## config.mk

```make
export PLATFORM = sky130hd
export DESIGN_NAME = gpio_keyport
export DESIGN_NICKNAME = d
export VERILOG_FILES = /design/src/rtl/gpio_keyport_pkg.sv /design/src/rtl/gpio_sync.sv /design/src/rtl/gpio_regs.sv /design/src/rtl/gpio_pad_ctrl.sv /design/src/rtl/gpio_key_detect.sv /design/src/rtl/gpio_keyport.sv
export SDC_FILE = /design/constraint.sdc
export NUM_CORES = 1
export LEC_CHECK = 0
export CAP_MARGIN = 20
export CORE_ASPECT_RATIO = 0.75
export CORE_UTILIZATION = 40
export DETAILED_ROUTE_END_ITERATION = 10
export HOLD_SLACK_MARGIN = 0.1
export PLACE_DENSITY = 0.75
export SETUP_SLACK_MARGIN = 0.05
export SKIP_LAST_GASP = 1
export SYNTH_ARGS = -nofsm -noshare
export SYNTH_HDL_FRONTEND = slang
export SYNTH_SLANG_ARGS = --single-unit
export TNS_END_PERCENT = 10
```

## constraint.sdc

```tcl
create_clock -name clk -period 1.1 [get_ports clk]
set_input_delay 0.22 -clock clk [delete_from_list [all_inputs] [get_ports clk]]
set_output_delay 0.22 -clock clk [all_outputs]
set_load 0.03 [all_outputs]
```

## src/rtl/gpio_keyport_pkg.sv

```systemverilog
// Package: shared register addresses for the key wake-up port.
// Assumes a two-bit register address bus.
package gpio_keyport_pkg;
    localparam int REG_ADDR_W = 2;
    localparam logic [REG_ADDR_W-1:0] ADDR_DATA = 2'd0;
    localparam logic [REG_ADDR_W-1:0] ADDR_DIR  = 2'd1;
    localparam logic [REG_ADDR_W-1:0] ADDR_PULL = 2'd2;
    localparam logic [REG_ADDR_W-1:0] ADDR_MODE = 2'd3;
endpackage

```

## src/rtl/gpio_sync.sv

```systemverilog
// Module: multi-stage synchronizer for the asynchronous pad inputs.
// Assumes STAGES >= 2. All flops reset to 0.
module gpio_sync #(
    parameter int WIDTH  = 8,
    parameter int STAGES = 2
) (
    input  logic             clk,
    input  logic             rst_n,
    input  logic [WIDTH-1:0] async_in,
    output logic [WIDTH-1:0] sync_out
);
    logic [WIDTH-1:0] chain [STAGES];

    generate
        for (genvar s = 0; s < STAGES; s++) begin : g_stage
            // Purpose: move the value one stage along the chain.
            always_ff @(posedge clk) begin
                if (!rst_n) chain[s] <= '0;
                else if (s == 0) chain[s] <= async_in;
                else chain[s] <= chain[(s == 0) ? 0 : s-1];
            end
        end
    endgenerate

    assign sync_out = chain[STAGES-1];
endmodule

```

## src/rtl/gpio_regs.sv

```systemverilog
// Module: register file and readback multiplexer for the port.
// Assumes a single-cycle write strobe and combinational readback.
module gpio_regs
    import gpio_keyport_pkg::*;
#(
    parameter int WIDTH = 8
) (
    input  logic                  clk,
    input  logic                  rst_n,
    input  logic [REG_ADDR_W-1:0] bus_addr,
    input  logic                  bus_wr,
    input  logic [WIDTH-1:0]      bus_wdata,
    input  logic [WIDTH-1:0]      pin_level,
    output logic [WIDTH-1:0]      bus_rdata,
    output logic [WIDTH-1:0]      latch_q,
    output logic [WIDTH-1:0]      dir_q,
    output logic [WIDTH-1:0]      pull_q,
    output logic                  od_q
);
    // Purpose: store the register contents written by software.
    always_ff @(posedge clk) begin
        if (!rst_n) begin
            latch_q <= '0;
            dir_q   <= '0;
            pull_q  <= '0;
            od_q    <= 1'b0;
        end else if (bus_wr) begin
            case (bus_addr)
                ADDR_DATA: latch_q <= bus_wdata;
                ADDR_DIR:  dir_q   <= bus_wdata;
                ADDR_PULL: pull_q  <= bus_wdata;
                default:   od_q    <= bus_wdata[0];
            endcase
        end
    end

    // Purpose: select the readback source; data mixes latch and pad by direction.
    always_comb begin
        case (bus_addr)
            ADDR_DATA: bus_rdata = (latch_q & dir_q) | (pin_level & ~dir_q);
            ADDR_DIR:  bus_rdata = dir_q;
            ADDR_PULL: bus_rdata = pull_q;
            default:   bus_rdata = {{(WIDTH-1){1'b0}}, od_q};
        endcase
    end

    assert_dir_write_R2: assert property (@(posedge clk) disable iff (!rst_n)
        (bus_wr && bus_addr == ADDR_DIR) |=> (dir_q == $past(bus_wdata)));
endmodule

```

## src/rtl/gpio_pad_ctrl.sv

```systemverilog
// Module: derives pad drive, enable and pull signals from the registers.
// Assumes open-drain is one port-wide select.
module gpio_pad_ctrl #(
    parameter int WIDTH = 8
) (
    input  logic             clk,
    input  logic             rst_n,
    input  logic [WIDTH-1:0] latch_q,
    input  logic [WIDTH-1:0] dir_q,
    input  logic [WIDTH-1:0] pull_q,
    input  logic             od_q,
    output logic [WIDTH-1:0] pad_out,
    output logic [WIDTH-1:0] pad_oe,
    output logic [WIDTH-1:0] pad_pull
);
    // Purpose: open-drain pins only sink; push-pull pins drive the latch.
    always_comb begin
        if (od_q) begin
            pad_out = '0;
            pad_oe  = dir_q & ~latch_q;
        end else begin
            pad_out = latch_q;
            pad_oe  = dir_q;
        end
        pad_pull = pull_q & ~dir_q;
    end

    assert_input_undriven_R6: assert property (@(posedge clk) disable iff (!rst_n)
        (pad_oe & ~dir_q) == '0);
endmodule

```

## src/rtl/gpio_key_detect.sv

```systemverilog
// Module: wired-AND key press detector over the input-mode pins.
// Assumes synchronized pin levels; output pins are masked to 1.
module gpio_key_detect #(
    parameter int WIDTH = 8
) (
    input  logic             clk,
    input  logic             rst_n,
    input  logic [WIDTH-1:0] pin_level,
    input  logic [WIDTH-1:0] dir_q,
    output logic             key_irq
);
    logic and_now;
    logic and_prev;

    assign and_now = &(pin_level | dir_q);

    // Purpose: remember last AND value; 0 at reset blocks a false request.
    always_ff @(posedge clk) begin
        if (!rst_n) and_prev <= 1'b0;
        else        and_prev <= and_now;
    end

    assign key_irq = and_prev & ~and_now;

    assert_irq_one_cycle_R9: assert property (@(posedge clk) disable iff (!rst_n)
        key_irq |=> !key_irq);
endmodule

```

## src/rtl/gpio_keyport.sv

```systemverilog
// Module: top of the 8-bit port with key wake-up request.
// Assumes pads are modelled as separate in/out/oe digital signals.
module gpio_keyport
    import gpio_keyport_pkg::*;
#(
    parameter int WIDTH       = 8,
    parameter int SYNC_STAGES = 2
) (
    input  logic                  clk,
    input  logic                  rst_n,
    input  logic [REG_ADDR_W-1:0] bus_addr,
    input  logic                  bus_wr,
    input  logic [WIDTH-1:0]      bus_wdata,
    output logic [WIDTH-1:0]      bus_rdata,
    input  logic [WIDTH-1:0]      pad_in,
    output logic [WIDTH-1:0]      pad_out,
    output logic [WIDTH-1:0]      pad_oe,
    output logic [WIDTH-1:0]      pad_pull,
    output logic                  pad_od,
    output logic                  key_irq
);
    logic [WIDTH-1:0] pin_level;
    logic [WIDTH-1:0] latch_q;
    logic [WIDTH-1:0] dir_q;
    logic [WIDTH-1:0] pull_q;
    logic             od_q;

    gpio_sync #(.WIDTH(WIDTH), .STAGES(SYNC_STAGES)) i_sync (
        .clk(clk), .rst_n(rst_n), .async_in(pad_in), .sync_out(pin_level)
    );

    gpio_regs #(.WIDTH(WIDTH)) i_regs (
        .clk(clk), .rst_n(rst_n), .bus_addr(bus_addr), .bus_wr(bus_wr),
        .bus_wdata(bus_wdata), .pin_level(pin_level), .bus_rdata(bus_rdata),
        .latch_q(latch_q), .dir_q(dir_q), .pull_q(pull_q), .od_q(od_q)
    );

    gpio_pad_ctrl #(.WIDTH(WIDTH)) i_pad (
        .clk(clk), .rst_n(rst_n), .latch_q(latch_q), .dir_q(dir_q),
        .pull_q(pull_q), .od_q(od_q), .pad_out(pad_out), .pad_oe(pad_oe),
        .pad_pull(pad_pull)
    );

    gpio_key_detect #(.WIDTH(WIDTH)) i_key (
        .clk(clk), .rst_n(rst_n), .pin_level(pin_level), .dir_q(dir_q),
        .key_irq(key_irq)
    );

    assign pad_od = od_q;

    assert_od_never_high_R8: assert property (@(posedge clk) disable iff (!rst_n)
        pad_od |-> ((pad_oe & pad_out) == '0));

    assert_pull_inputs_only_R7: assert property (@(posedge clk) disable iff (!rst_n)
        (pad_pull & pad_oe) == '0);
endmodule

```

Word-level counts from Yosys, hierarchy flattened
Memories as Yosys holds them, arrays and structs flattened. Index checks and enable logic that the tools add are counted.

Bits in writable memories: 16. Memories kept: 1. Register bits after elaboration: 26. Bits of input ports: 21.

Memory list: i_sync.chain (words 2, bits a word 8, read ports 2, clocked after Yosys merged registers in 0, write ports 2, line gpio_sync.sv:12) `logic [WIDTH-1:0] chain [STAGES];`.

Bitwise logic cells: 13. Reduce and logical (&&, ||, !) cells: 7. Mux-type cells: 7. Equal/unequal tests: 2.

Operator list (count): 8-bit bitwise AND (4); 8-bit two-way mux (4); 8-bit case mux with 3 select lines (1); 8-bit inverter (2); 8-bit bitwise OR (2); 2-bit AND reduction (4); 8-bit AND reduction (1); 3-bit OR reduction (1); 2-bit by 1-bit equality test with 1-bit output, second input constant (1); 2-bit equality test, second input constant (1); 2-bit zero test (1); 1-bit two-way mux (2); 1-bit inverter (2); 1-bit bitwise OR (2); 1-bit bitwise AND (1).

Longest topological paths before layout
Gate-level depths: netlist of run 1.

Depth in word-level cells: 4. Gate-level depth with buffers: 5. Mapped depth without buffers: 3.

Hierarchy
A second synthesis of run 1 with hierarchy kept.

Cell total of the unflattened synthesis: 200. Area total of the unflattened synthesis: 1960.6 um2.

Modules (own cells, without submodules): gpio_regs (times used 1, area each 1226.2 um2, cells each 134, seq. area each 500.5 um2); gpio_sync (times used 1, area each 446.7 um2, cells each 33, seq. area each 320.3 um2); gpio_pad_ctrl (times used 1, area each 211.5 um2, cells each 25, seq. area each 0.0 um2); gpio_key_detect (times used 1, area each 76.3 um2, cells each 8, seq. area each 20.0 um2).

Least setup slack after synthesis of run 1
No wires, ideal clock.

Path type: flip-flop to output port. From: register i_regs.od_q. To: output port pad_oe[0]. Data arrival time: 1.412 ns. Path slack: -0.532 ns. Stages on the path, launching flop included: 3. Path through: dfxtp_1 > clkbuf_1 > a21boi_0.

Longest elaborated chain between the ends: 1.

Ends and longest elaborated chain: from (decl) (line gpio_regs.sv:18) `output logic od_q`; from (signal assigned) (line gpio_regs.sv:32) `default: od_q <= bus_wdata[0];`; 8-bit two-way mux (line gpio_pad_ctrl.sv:18) `if (od_q) begin`; to (decl) (line gpio_keyport.sv:17) `output logic [WIDTH-1:0] pad_oe,`.

Every way passes these cells.

Worst setup path in the final report of run 1
From: register i_regs.dir_q[5]. To: output port bus_rdata[5].

Longest elaborated chain between the ends: 4. Elaborated cells on any way between the ends: 5. Classes of those cells: mux: 1; bitwise: 4.

Ends and longest elaborated chain: from (decl) (line gpio_regs.sv:16) `output logic [WIDTH-1:0] dir_q,`; from (signal assigned) (line gpio_regs.sv:30) `ADDR_DIR: dir_q <= bus_wdata;`; 8-bit inverter (line gpio_regs.sv:40) `ADDR_DATA: bus_rdata = (latch_q & dir_q) | (pin_level & ~dir_q);`; 8-bit bitwise AND (line gpio_regs.sv:40); 8-bit bitwise OR (line gpio_regs.sv:40); 8-bit case mux with 3 select lines (*) (line gpio_regs.sv:39) `case (bus_addr)`; to (decl) (line gpio_keyport.sv:14) `output logic [WIDTH-1:0] bus_rdata,`.

Every way passes the cells marked *; elsewhere a longest branch is shown, timed or not.

==> flow_summary.toml, run 1 <==
[die]
rows = 20
die_h_um = 60.14
start_util_pct = 43.14
die-area_mm2 = 0.004783
die_x_um = 79.53
io_pins = 55
core_mm2 = 0.004179

[setup_path]
r2r_slack_ns = -0.04
rr_endpoint = "i_key.and_prev"
rr_startpoint = "i_regs.dir_q[4]"
crit_path_end = "bus_rdata[5]"
worstSetupPathType = "reg -> out"
path_common_cell = "buf_4"
setup.worst_path.start = "i_regs.dir_q[5]"
crit_arrival_ns = 1.37
startpoint_type = "flip-flop"
path_cells = "buf_4 -> o31a_1 -> o21ai_2 -> buf_4"
critPathMaxStageDelay_ns = 0.32
required_ns = 0.88
r2r_cells = 5
critPathMaxFanout = 5
slowest_stage = "dfxtp_2"
cp-end-kind = "output port"

[status]
violations = "negative setup slack"
status = "complete, but fails checks"

[synthesis]
synth_edf_count = 0
yosysUniqueCellTypes = 25
synthesis.nets = 224
postSynthAreaPerCell_um2 = 8.882
ys_ff_latch = 42
synth_top_area_share_pct = 46.63
yosysSeqAreaShare_pct = 46.63
synth_cells = 203
synthFlopType = "dfxtp_1"
yosysWarnings = 0
synth_area_mm2 = 0.001803
synth_top_area_cell = "dfxtp_1"
ys_async_sr_fraction_pct = 0
yosys-top-cells-area = "dfxtp_1 (47%), mux2i_1 (10%), and2_1 (5.6%), nor2b_1 (5.6%), o21ai_0 (3.9%)"
synth_common_cells = "dfxtp_1 (42), mux2i_1 (18), nor2_1 (17), and2_1 (16), nor2b_1 (16)"
yosysMostFrequentCell = "dfxtp_1"

[route]
vias = 1774
wl_met3_um = 219
dr_wl_met2_um = 2406
wire_per_inst_um = 14.12
ant_nets = 0
remaining_drc_errors = 0
avgViaCountPerCell = 4.997
routed_wl_um = 5012
firstDrtPassIters = 4
routed.top_layer = "met4"
drt_iter0_markers = 61
met1_length_um = 2327

[cts]
htree_levels = 2
clk_pin_slew_ns = 0.08
cts_sinks = 42
clk_latency_ns = 0.30
cts_max_path_buffers = 2
cts_tree = "yes"
cts_made_buffers = 5
holdBufCountCts = 0
clk_root_buffer_cell = "clkbuf_8"

[layout]
syn_to_final_growth_pct = 67.31
fin_nets = 320
fillers = 327
final_cells = 355
drive_gt1_share_pct = 41.33
diodes = 0

[job]
cap_viol_max_count = 0

[grt]
grt_overflow = 0
grtUsageTotal_pct = 21.48
grt_pass1_wl_um = 7583
grt_start_max_net_pins = 21
antenna_found_initial = 0
grt_pass1_vias = 1558

[placed_design]
gp_congestion = 0.8570
port_buffers = 54
placed_cells = 338
dp_hpwl_um = 3351
preCtsSetupSlack_ns = -0.6168

[timing]
grt_setup_unrepaired = "yes"
max_freq_mhz = 630.2
worst_slew_pin_slew_ns = 0.2499
finalHoldViolations = 0
worst_slack_ns = -0.4868
finalSetupViolations = 51
fin_worst_skew_ns = 0.006001
drv_slew = 0
period_minus_slack_ns = 1.587
maxSlewHeadroom_pct = 83.18
final.period_utilization_pct = 144.3

[min_path]
hold_path.class = "reg -> reg"

[power]
ir_worst_vdd_mv = 0.7494
cellPowerDensity_mw_per_mm2 = 1143
p_total_w = 0.003449
p_leak_nw = 1.339
==> critical path, delay by kind of cell, from the launching register on <==
family          cells  cell delay, ns
compound gates      2            0.44
buf+inv             2            0.31
flops               1            0.32
==> layout by cell type (no fill, tap or decap), types with 2 or more instances in the layout <==
cell              n
mux2i_1          18
dlygate4sd2_1     2
buf_4            61
inv_1             6
nand3_1           9
nand2_1          15
o31a_1            8
nor2_1           17
and2_1           16
a21oi_1           8
clkbuf_8          5
a21boi_4          8
nand3b_1          2
o21ai_2           7
dfxtp_1          27
o21ai_0           7
buf_12            5
dfxtp_2          14
clkdlybuf4s50_1  18
nor2b_1          15
buf_6            14
==> metal layers <==
layer | track usage (%) | up-vias
met1 | 28.04 | 835
met5 | 0 | -
li1 | - | 882
met4 | 8.312 | 0
met2 | 35.04 | 50
met3 | 4.427 | 7
==> state kept, by name (all words and copies together) (netlist names) <==
register        flops
i_sync.chain       16
i_regs.dir_q        8
i_regs.latch_q      8
i_regs.pull_q       8
i_key.and_prev      1
i_regs.od_q         1
==> power by group <==
part / switching, W / internal, W / leakage [nW] / total, W
Clock: 0.000531 / 0.000679 / 0.0557 / 0.00121
Sequential: 0.0000322 / 0.00158 / 0.350 / 0.00161
Combinational: 0.000310 / 0.000318 / 0.933 / 0.000628
==> stage by stage <==
| stage | area, µm² | setup TNS [ns] | utilization (%) | hold WS, ns |
|---|---|---|---|---|
| 5_1_grt | 3017 | -13.93 | 72.19 | 0.4445 |
| 4_1_cts | 2955 | -11.22 | 70.72 | 0.4314 |
| 2_1_floorplan | 1964 | -0.5785 | - | 0.3417 |
| 3_5_place_dp | 2755 | -15.98 | 65.93 | 0.4177 |
| 3_3_place_gp | 2755 | -15.28 | 65.93 | 0.4156 |
| 6_report | 3017 | -11.37 | 72.19 | 0.4316 |
==> logic make-up after synthesis <==
| logic type | after synthesis | synth area share (%) |
|---|---|---|
| buffers and inverters | 19 | 4.718 |
| muxes | 18 | 9.993 |
| DFF | 42 | 46.63 |
| AOI/OAI and AO/OA | 44 | 15.68 |
| and+or+nand+nor | 80 | 22.97 |
==> final cells by class <==
type / instances / area [µm²] / area share [%]
flip-flops and latches: 42 / 862.1 / 28.58
clock buffers: 6 / 72.57 / 2.406
well taps: 55 / 68.82 / 2.281
inverters: 8 / 30.03 / 0.9954
clock inverters: 2 / 36.28 / 1.203
repair buffers: 100 / 913.4 / 30.28
multi-input cells: 142 / 1033 / 34.26
==> worst min-delay path by stage <==
| stage | from | cells past startpoint | endpoint |
|---|---|---|---|
| 2_1_floorplan | rst_n | 1 | i_sync.chain[0][0] |
| 3_5_place_dp | i_sync.chain[0][5] | 1 | i_sync.chain[1][5] |
| 4_1_cts | i_sync.chain[0][3] | 1 | i_sync.chain[1][3] |
| 6_report | i_sync.chain[0][3] | 1 | i_sync.chain[1][3] |
| 3_3_place_gp | i_sync.chain[0][2] | 1 | i_sync.chain[1][2] |
| 5_1_grt | i_sync.chain[0][5] | 1 | i_sync.chain[1][5] |
==> timing repair <==
action | CTS | global route
setup buffers | 6 | 3
pin swaps | 6 | 6
gates resized for setup | 24 | 16
endpoints found under the hold margin | 0 | 0
endpoints found under the setup margin | 58 | 60
No activity file was read; power rests on OpenSTA's default activity.
==> inputs of run 2 (changes only) <==
Settings changed: TNS_END_PERCENT 10 to 5.
==> flow_summary.toml, run 2 (same netlist as run 1, synthesis figures left out) <==
[status]
status = "complete, but fails checks"
violations = "negative setup slack"

[placed_design]
dp_hpwl_um = 3560
gp_congestion = 0.8284
port_buffers = 54
placed_cells = 344
place_area_mm2 = 0.002788
preCtsSetupSlack_ns = -0.6097

[grt]
grt_pass1_wl_um = 7941
antenna_found_initial = 0
grt_start_max_net_pins = 20
grtUsageTotal_pct = 22.16
grt_overflow = 0
grt_pass1_vias = 1665

[setup_path]
slowest_stage = "dfxtp_1"
worstSetupPathType = "reg -> out"
required_ns = 0.88
startpoint_type = "flip-flop"
critPathMaxFanout = 5
crit_family = "compound AO/OA/AOI/OAI gates"
crit_buf_inv = 2
critPathMaxStageDelay_ns = 0.34
crit_arrival_ns = 1.36
cp-end-kind = "output port"
path_cells = "buf_4 -> o31a_1 -> o21ai_2 -> buf_6"

[timing]
drv_slew = 0
fin_worst_skew_ns = 0.004341
final.period_utilization_pct = 143.6
grt_setup_unrepaired = "yes"
finalSetupViolations = 50
worst_slack_ns = -0.4795
period_minus_slack_ns = 1.580
maxSlewHeadroom_pct = 85.31
worst_slew_pin_slew_ns = 0.2203
max_freq_mhz = 633.1
finalHoldViolations = 0

[die]
core_mm2 = 0.004179
io_pins = 55
start_util_pct = 43.14
die_x_um = 79.53
die-area_mm2 = 0.004783
rows = 20
die_h_um = 60.14

[layout]
final_cell_mix = "buf_4 (68), dfxtp_1 (32), mux2i_1 (18), clkdlybuf4s50_1 (18), nor2_1 (17)"
fillers = 333
final_common_cell = "buf_4"
final_cells = 356
regMostFlops = "i_sync.chain"
multiInputGateArea_mm2 = 0.001016
largest_reg_flops = 16
syn_to_final_growth_pct = 63.64
regArea_um2 = 855.8
drive_gt1_share_pct = 39.53
fin_nets = 321
stdcell_area_mm2 = 0.002950
diodes = 0

[route]
vias = 1782
avgViaCountPerCell = 5.006
ant_nets = 0
remaining_drc_errors = 0
wire_per_inst_um = 13.69
routed_wl_um = 4872
firstDrtPassIters = 4
drt_iter0_markers = 75

[min_path]
hold_path.class = "reg -> reg"

[cts]
clk_root_buffer_cell = "clkbuf_8"
cts_sinks = 42
clk_latency_ns = 0.30
clk_pin_slew_ns = 0.08
htree_levels = 2
cts_made_buffers = 5
cts_max_path_buffers = 2
cts_tree = "yes"

[job]
cap_viol_max_count = 0

[power]
p_leak_nw = 1.312
cellPowerDensity_mw_per_mm2 = 1093
ir_worst_vdd_mv = 1.128
-- run 2: cell count changes in the layout (fill, tap and decap cells not counted), moves of 5 or more --
| cell | previous run | this run |
|---|---|---|
| dfxtp_1 | 27 | 32 |
| buf_6 | 14 | 9 |
| dfxtp_2 | 14 | 9 |
| buf_4 | 61 | 68 |
-- run 2: cell type report --
class                      instances  share of cell area (%)
multi-input combinational        142                   34.44
timing repair buffer             101                   30.15
sequential                        42                   29.01
clock buffer                       5                   2.332
tap                               55                   2.332
inverter                           8                   1.018
clock inverter                     3                  0.7209
-- run 2: per-layer routing --
metal / up-vias / wire length, µm / track usage, %
li1: 884 / - / -
met5: - / 0 / 0
met2: 65 / 2276 / 36.26
met4: 0 / 50 / 8.052
met3: 5 / 359 / 4.580
met1: 828 / 2185 / 29.01
-- run 2: per-stage QoR --
step	setup TNS [ns]	hold slack, ns	total power (W)	utilization [%]
5_1_grt	-13.65	0.4568	0.003366	70.60
3_3_place_gp	-15.81	0.4155	0.002233	66.71
4_1_cts	-10.71	0.4364	0.003237	69.67
2_1_floorplan	-0.5785	0.3417	0.001942	-
6_report	-10.72	0.4361	0.003225	70.60
3_5_place_dp	-16.74	0.4169	0.002243	66.71
-- run 2: path summary, 6_finish.rpt --
kind	depth (start not counted)	to	slack, ns	start
setup / recovery	4	bus_rdata[1]	-0.48	i_regs.dir_q[1]
hold / removal	1	i_sync.chain[1][2]	0.44	i_sync.chain[0][2]
setup reg to reg	4	i_key.and_prev	0.16	i_sync.chain[1][4]
hold reg to reg	1	i_sync.chain[1][2]	0.44	i_sync.chain[0][2]
-- run 2: power by group --
| group | switching, W | total, W | internal, W |
|---|---|---|---|
| Combinational | 0.000303 | 0.000617 | 0.000314 |
| Clock | 0.000553 | 0.000999 | 0.000446 |
| Sequential | 0.0000315 | 0.00161 | 0.00158 |
-- run 2: what timing repair did --
item | 4_1_cts | 5_1_grt
pin swaps | 5 | 0
setup buffers | 1 | 3
hold endpoints to repair | 0 | 0
hold buffers | 0 | 0
endpoints found under the setup margin | 59 | 58
gates resized for setup | 20 | 6
-- run 2: worst reg2reg max path, delay by kind of cell, from the launching register on --
family / cells / cell delay [ns]
flops: 1 / 0.34
compound gates: 2 / 0.24
buf+inv: 1 / 0.14
simple gates: 1 / 0.14
==> inputs of run 3 (changes only) <==
Settings changed: PLACE_DENSITY 0.75 to not set, PLACE_DENSITY_LB_ADDON set to 0.08.
==> flow_summary.toml, run 3 (same netlist as run 1, synthesis figures left out) <==
[cts]
cts_tree = "yes"
clk_latency_ns = 0.29
holdBufCountCts = 0
cts_sinks = 42
cts_max_path_buffers = 2
cts_made_buffers = 5
clk_pin_slew_ns = 0.08
htree_levels = 2
clk_root_buffer_cell = "clkbuf_8"

[setup_path]
startpoint_type = "flip-flop"
path_cells = "buf_6 -> inv_2 -> o31a_1 -> o21ai_2 -> buf_6"
required_ns = 0.88
path_common_cell = "buf_6"
cp-end-kind = "output port"
crit_arrival_ns = 1.34
worstSetupPathType = "reg -> out"
critPathMaxStageDelay_ns = 0.35
slowest_stage = "dfxtp_2"
critPathMaxFanout = 2

[timing]
worst_slew_pin_slew_ns = 0.2354
worst_slack_ns = -0.4592
max_freq_mhz = 641.3
fin_worst_skew_ns = 0.004010
finalSetupViolations = 58
maxSlewHeadroom_pct = 84.31
final.period_utilization_pct = 141.7
drv_slew = 0
period_minus_slack_ns = 1.559
grt_setup_unrepaired = "yes"
finalHoldViolations = 0
whs_ns = 0.4370

[layout]
syn_to_final_growth_pct = 65.86
regMostFlops = "i_sync.chain"
diodes = 0
multiInputGateArea_mm2 = 0.001022
stdcell_area_mm2 = 0.002990
fillers = 338
regArea_um2 = 854.6
final_cell_mix = "buf_4 (64), dfxtp_1 (33), clkdlybuf4s50_1 (19)"
largest_reg_flops = 16
fin_nets = 319
final_core_util_pct = 71.56
drive_gt1_share_pct = 39.60
final_common_cell = "buf_4"

[placed_design]
gp_congestion = 0.8034
dp_hpwl_um = 3451
place_area_mm2 = 0.002783
port_buffers = 54

[die]
die-area_mm2 = 0.004783
io_pins = 55
core_mm2 = 0.004179
die_x_um = 79.53
rows = 20
start_util_pct = 43.14
die_h_um = 60.14

[route]
remaining_drc_errors = 0
wire_per_inst_um = 13.96
drt_iter0_markers = 69
firstDrtPassIters = 6
ant_nets = 0
avgViaCountPerCell = 4.924
routed_wl_um = 4928
vias = 1738

[grt]
grt_pass1_wl_um = 7810
grtUsageTotal_pct = 22.35
grt_pass1_vias = 1574
grt_start_max_net_pins = 18
antenna_found_initial = 0
grt_overflow = 0

[min_path]
hold_path.class = "reg -> reg"

[power]
cellPowerDensity_mw_per_mm2 = 1066
p_total_w = 0.003186
ir_worst_vdd_mv = 0.6899
p_leak_nw = 1.325

[status]
status = "complete, but fails checks"
violations = "negative setup slack"

[job]
cap_viol_max_count = 0
==> run 3: worst max-delay path: cells and delay by family (launching register included) <==
kind            cells  cell delay [ns]
compound gates      2             0.44
buf+inv             3             0.26
flops               1             0.35
==> run 3: per-layer routing <==
metal,vias up,wire [µm],track usage [%]
met2,47,2300,37.48
li1,880,-,-
met5,-,0,0
met4,0,18,6.234
met1,809,2322,28.70
met3,2,286,5.496
==> run 3: timing repair <==
item / 4_1_cts / 5_1_grt
cloned: 2 / 0
resized for setup: 19 / 8
hold endpoints to repair: 0 / 0
setup buffers: 3 / 0
endpoints found under the setup margin: 58 / 59
pin swaps: 3 / 4
==> run 3: cell type report <==
cell class	count	area share (%)
Tap cell	55	2.301
Sequential cell	42	28.58
Timing Repair Buffer	99	31.30
Clock inverter	2	0.3347
Multi-Input combinational cell	142	34.18
Clock buffer	5	2.301
Inverter	8	1.004
==> run 3: path summary, 6_finish.rpt <==
kind                      startpoint                  to  slack [ns]  depth (start not counted)
setup reg to reg     i_regs.dir_q[2]      i_key.and_prev        0.17                          4
hold reg to reg   i_sync.chain[0][3]  i_sync.chain[1][3]        0.44                          1
setup / recovery  i_sync.chain[1][7]        bus_rdata[7]       -0.46                          5
hold / removal    i_sync.chain[0][3]  i_sync.chain[1][3]        0.44                          1
==> run 3: through the flow <==
stage / TNS, ns / instances / setup slack [ns]
6_report: -11.95 / 353 / -0.4592
3_5_place_dp: -15.83 / 341 / -0.5660
4_1_cts: -12.16 / 353 / -0.4597
2_1_floorplan: -0.5785 / 203 / -0.07312
3_3_place_gp: -15.13 / 341 / -0.5684
5_1_grt: -14.82 / 353 / -0.5140
==> run 3: power breakdown <==
group / switching, W / total (W) / internal [W]
registers: 0.0000300 / 0.00161 / 0.00158
clock network: 0.000501 / 0.000927 / 0.000426
logic: 0.000309 / 0.000651 / 0.000343
